<file path="config.mk">
export PLATFORM = sky130hd
export DESIGN_NAME = lift2_ctrl
export DESIGN_NICKNAME = d
export VERILOG_FILES = /design/src/rtl/lift2_pkg.sv /design/src/rtl/lift2_next.sv /design/src/rtl/lift2_decode.sv /design/src/rtl/lift2_ctrl.sv
export SDC_FILE = /design/constraint.sdc
export NUM_CORES = 1
export LEC_CHECK = 0
export ABC_AREA = 1
export BUFFER_PORTS_ARGS = -buffer_cell sky130_fd_sc_hd__buf_2
export CAP_MARGIN = 25
export CELL_PAD_IN_SITES_DETAIL_PLACEMENT = 1
export CELL_PAD_IN_SITES_GLOBAL_PLACEMENT = 1
export CORE_AREA = 2 2 39 41
export CTS_CLUSTER_DIAMETER = 150
export DETAILED_ROUTE_END_ITERATION = 16
export DIE_AREA = 0 0 41 43
export PLACE_DENSITY = 0.64
export SLEW_MARGIN = 20
export SYNTH_ARGS = -nofsm -noshare
export SYNTH_HDL_FRONTEND = slang
export SYNTH_SLANG_ARGS = --single-unit
</file>
<file path="constraint.sdc">
create_clock -name clk -period 2.1 [get_ports clk]
set_input_delay 0.21 -clock clk [delete_from_list [all_inputs] [get_ports clk]]
set_output_delay 0.21 -clock clk [all_outputs]
set_load 0.005 [all_outputs]
</file>
<file path="src/rtl/lift2_pkg.sv">
package lift2_pkg;

   // One-hot state codes; any other pattern is illegal and is recovered.
   localparam int unsigned ST_W = 4;

   typedef enum logic [ST_W-1:0] {
      PARK_LO = 4'b0001,
      PARK_HI = 4'b0010,
      RUN_UP  = 4'b0100,
      RUN_DN  = 4'b1000
   } lift_st_e;

   typedef struct packed {
      logic up;
      logic dn;
      logic door;
   } lift_drv_t;

   localparam lift_drv_t DRV_SAFE  = '{up: 1'b0, dn: 1'b0, door: 1'b0};
   localparam lift_drv_t DRV_PARK  = '{up: 1'b0, dn: 1'b0, door: 1'b1};

endpackage

</file>
<file path="src/rtl/lift2_next.sv">
module lift2_next
   import lift2_pkg::*;
(
   input  lift_st_e cur,
   input  logic     req_lo,
   input  logic     req_hi,
   input  logic     shut,
   input  logic     at_lo,
   input  logic     at_hi,
   output lift_st_e nxt
);

   always_comb begin
      unique case (cur)
         PARK_LO: nxt = (req_hi && shut) ? RUN_UP : PARK_LO;
         PARK_HI: nxt = (req_lo && shut) ? RUN_DN : PARK_HI;
         RUN_UP:  nxt = at_hi ? PARK_HI : RUN_UP;
         RUN_DN:  nxt = at_lo ? PARK_LO : RUN_DN;
         default: nxt = PARK_LO;
      endcase
   end

endmodule

</file>
<file path="src/rtl/lift2_decode.sv">
module lift2_decode
   import lift2_pkg::*;
(
   input  lift_st_e  st,
   output lift_drv_t drv
);

   always_comb begin
      unique case (st)
         PARK_LO, PARK_HI: drv = DRV_PARK;
         RUN_UP:           drv = '{up: 1'b1, dn: 1'b0, door: 1'b0};
         RUN_DN:           drv = '{up: 1'b0, dn: 1'b1, door: 1'b0};
         default:          drv = DRV_SAFE;
      endcase
   end

   // the decode never drives both motor directions
   always_comb begin
      assert_decode_excl_R9: assert (!(drv.up && drv.dn));
   end

endmodule

</file>
<file path="src/rtl/lift2_ctrl.sv">
module lift2_ctrl
   import lift2_pkg::*;
#(
   parameter int unsigned REG_OUTPUTS = 0
)(
   input  logic clk,
   input  logic rst_n,
   input  logic req_lower,
   input  logic req_upper,
   input  logic door_shut,
   input  logic arrive_lower,
   input  logic arrive_upper,
   output logic motor_up,
   output logic motor_down,
   output logic door_open
);

   if (REG_OUTPUTS > 1) begin : g_bad_param
      $error("REG_OUTPUTS must be 0 or 1");
   end

   lift_st_e  st_q;
   lift_st_e  st_d;
   lift_drv_t drv;

   lift2_next u_next (
      .cur    (st_q),
      .req_lo (req_lower),
      .req_hi (req_upper),
      .shut   (door_shut),
      .at_lo  (arrive_lower),
      .at_hi  (arrive_upper),
      .nxt    (st_d)
   );

   always_ff @(posedge clk or negedge rst_n) begin
      if (!rst_n) st_q <= PARK_LO;
      else        st_q <= st_d;
   end

   if (REG_OUTPUTS == 1) begin : g_reg_out
      // Decode the next state and capture it, so outputs leave flops
      lift_drv_t drv_d;
      lift2_decode u_dec (.st(st_d), .drv(drv_d));
      always_ff @(posedge clk or negedge rst_n) begin
         if (!rst_n) drv <= DRV_PARK;
         else        drv <= drv_d;
      end
   end else begin : g_comb_out
      lift2_decode u_dec (.st(st_q), .drv(drv));
   end

   assign motor_up   = drv.up;
   assign motor_down = drv.dn;
   assign door_open  = drv.door;

   // motor directions are exclusive at the ports
   assert_motor_excl_R9: assert property (@(posedge clk) disable iff (!rst_n)
      !(motor_up && motor_down));

   // an open door means the motor is idle
   assert_door_idle_R2: assert property (@(posedge clk) disable iff (!rst_n)
      door_open |-> (!motor_up && !motor_down));

   // departure upward from the lower landing
   assert_depart_up_R3: assert property (@(posedge clk) disable iff (!rst_n)
      (st_q == PARK_LO && req_upper && door_shut) |=> motor_up);

   // a request for the occupied landing keeps the door open
   assert_stay_lo_R8: assert property (@(posedge clk) disable iff (!rst_n)
      (st_q == PARK_LO && !req_upper) |=> door_open);

   // upward travel continues until the upper sensor fires
   assert_hold_up_R5: assert property (@(posedge clk) disable iff (!rst_n)
      (motor_up && !arrive_upper) |=> motor_up);

   // arrival at the upper landing parks the car
   assert_arrive_hi_R6: assert property (@(posedge clk) disable iff (!rst_n)
      (motor_up && arrive_upper) |=> (door_open && !motor_up));

   // downward travel ends only on the lower sensor
   assert_hold_dn_R7: assert property (@(posedge clk) disable iff (!rst_n)
      (motor_down && !arrive_lower) |=> motor_down);

endmodule

</file>
==> results.sh <==
export IMPL_slowest_delay_ns=0.54
export IMPL_crit_path_end_kind="output pin"
export IMPL_fmax_mhz=711
export IMPL_synth_edf_count=0
export IMPL_grt_start_max_net_pins=5
export IMPL_seqPwrFrac_pct=30.3
export IMPL_rsz0062_at_grt="no"
export IMPL_leakage_nw=0.201
export IMPL_whs_ns=0.162
export IMPL_fp_dieArea_um2=1760
export IMPL_reg2reg_from="st_q[0]"
export IMPL_sw_frac_of_total_pct=38.8
export IMPL_num_antenna_cells=0
export IMPL_nFillCells=181
export IMPL_areaGrowthSynthToFinish_pct=35.7
export IMPL_gp_congestion=0.785
export IMPL_dp_cells=67
export IMPL_synth_seq_cells=4
export IMPL_intPower_mw=0.235
export IMPL_postCtsSetupBuffers=0
export IMPL_synth_area_leader_cell="dfrtp_1"
export IMPL_coreArea_um2=1380
export IMPL_synth_top_family_by_area="simple AND/OR/NAND/NOR gates"
export IMPL_grt_pass1_vias=266
export IMPL_power_mw=0.384
export IMPL_die_h_um=43
export IMPL_startpoint="st_q[0]"
export IMPL_clk_pin_slew_ns=0.05
export IMPL_path_cells="inv_1 > nand2_1 > nor2_2 > nor2_2 > inv_1 > buf_2"
export IMPL_synthesis_area_um2=284
export IMPL_synth_xor_xnor_area_share_pct=0
export IMPL_cp_slowest_cell="dfstp_2"
export IMPL_setup_ws_ns=0.693
export IMPL_power_frac_clock_pct=28.4
export IMPL_hpwlAfterDp_um=536
export IMPL_hold_depth=2
export IMPL_dp_slack_ns=0.934
export IMPL_initial_core_util_pct=20.5
export IMPL_track_usage_pct=8.87
export IMPL_design_area_um2=385
export IMPL_r2r_end="st_q[0]"
export IMPL_wl_met3_um=23
export IMPL_maxCapViolCount=0
export IMPL_vias=280
export IMPL_clk_insertion_delay_late_ns=0.24
export IMPL_vias_per_cell=3.89
export IMPL_synthArstFlopShare_pct=100
export IMPL_synth_common_cells="nand2_1, inv_1, nand3_1, nor2_1, nor2_2"
export IMPL_syn_nets=49
export IMPL_synth_ff_type="dfrtp_1"
export IMPL_synth_top_cell_area_share_pct=26.4
export IMPL_final_cells=72
export IMPL_synthTopCellsByArea="dfrtp_1, nand2_1, inv_1"
export IMPL_setup_viol=0
export IMPL_antenna_found_initial=0
export IMPL_cp_arrival_ns=1.20
export IMPL_p_sw_mw=0.149
export IMPL_critPathKind="reg -> out"
export IMPL_grt_pass1_wl_mm=1.00
export IMPL_htree_levels=1
export IMPL_wl_per_cell_um=8.74
export IMPL_yosys_area_share_adder_pct=0
export IMPL_p_per_area_nw_per_um2=996
export IMPL_layout_nets=64
export IMPL_first_iter_violations=1
export IMPL_fin_crit_sh_pct=67.0
export IMPL_wl_met1_um=288
export IMPL_ff2ff_path_depth=6
export IMPL_io_buffer_count=9
export IMPL_critical_path_top_delay_family="flip-flops"
export IMPL_hold_viol=0
export IMPL_cp_depth=6
export IMPL_post_route_min_period_ns=1.41
export IMPL_worst_setup_path_endpoint="door_open"
export IMPL_synth_cell_types=11
export IMPL_tightest_slew_ns=0.155
export IMPL_cts_sinks=4
export IMPL_postRouteAntennaNets=0
export IMPL_synth_compound_area_share_pct=6.17
export IMPL_synth_area_per_cell_um2=6.76
export IMPL_yosys_area_share_simple_pct=46.3
export IMPL_status="finished, final reports clean"
export IMPL_r2r_slack_ns=1.04
export IMPL_ir_drop_uv=243
export IMPL_pwr_share_comb_pct=41.3
export IMPL_clock_skew_ns=0.0110
export IMPL_largest_reg_flops=4
export IMPL_yosysWarnings=0
export IMPL_first_pass_iters=2
export IMPL_hold_class="in -> reg"
export IMPL_pin_count=10
export IMPL_top_regs="st_q x4"
export IMPL_max_slew_margin_pct=89.6
export IMPL_yosysSeqAreaShare_pct=35.7
export IMPL_numCtsBuffers=3
export IMPL_syn_inst=42
export IMPL_fin_setup_tns_ns=0
export IMPL_report_final_slew_viol_count=0
export IMPL_postLayoutCoreUtil_pct=27.8
export IMPL_cts_root_buf="clkbuf_4"
export IMPL_drt_wl_total_um=629
export IMPL_route_met2_wl_um=299
export IMPL_muxShareOfSynthArea_pct=0
export IMPL_crit_fanout=3
export IMPL_clockBufferDepth=2
export IMPL_start_kind="register"
export IMPL_synth_most_common_cell="nand2_1"
export IMPL_die_w_um=41
export IMPL_drive_gt1_share_pct=42.9
export IMPL_drc_errors=0
export IMPL_grt_overflow=0
export IMPL_critPathRequiredTime_ns=1.89
export IMPL_dpl_instance_area_um2=349
export IMPL_crit_buf_inv=3
export IMPL_maxUsedRoutingLayer="met4"
export IMPL_cts_tree="built"
export IMPL_rows=14
export IMPL_regMostFlops="st_q"
## final cells by class
type                    instances  area [µm²]  share of cell area (%)
well taps                      16        20.0                    5.19
repair buffers                 10        55.1                    14.3
flip-flops and latches          4         101                    26.3
multi-input cells              29         149                    38.6
clock buffers                   4        26.3                    6.82
inverters                       9        33.8                    8.77
## what timing repair did
item | in CTS | in global routing
hold buffers | 1 | 0
hold endpoints to repair | 4 | 0
gates resized for setup | 0 | 0
## power groups by stage
stage	clock, mW	sequential, mW	combinational [mW]
finish	0.109	0.116	0.159
global route	0.123	0.120	0.183
CTS	0.114	0.117	0.162
detailed placement	0	0.117	0.160
global placement	0	0.118	0.157
floorplan	0	0.113	0.118
## cells in the final DEF, fill, tap and decap left out
cell type	instances
clkbuf_4	3
nor2_1	4
nor2_4	1
nand3_1	4
o21ai_2	2
inv_1	8
inv_2	1
buf_2	9
nor2_2	4
dfrtp_1	3
dlygate4sd3_1	1
dfstp_2	1
clkbuf_1	1
nand2_1	11
nand2_2	3
## worst min-delay path by stage
stage	startpoint	end	slack (ns)
2_1_floorplan	rst_n	st_q[1]	-0.09
3_3_place_gp	rst_n	st_q[1]	0.01
3_5_place_dp	rst_n	st_q[2]	0.02
4_1_cts	arrive_lower	st_q[3]	0.16
5_1_grt	arrive_lower	st_q[3]	0.16
6_report	arrive_lower	st_q[3]	0.16
## routing by layer
layer | vias up | track usage [%]
met1 | 119 | 10.7
met4 | 0 | 8.00
met2 | 7 | 12.5
met5 | - | 0
met3 | 2 | 1.57
li1 | 152 | -
## cell families after synthesis
family          after synthesis
simple gates                 27
buf+inv                       9
flops                         4
compound gates                2
Power figures use the tool's default switching activity.
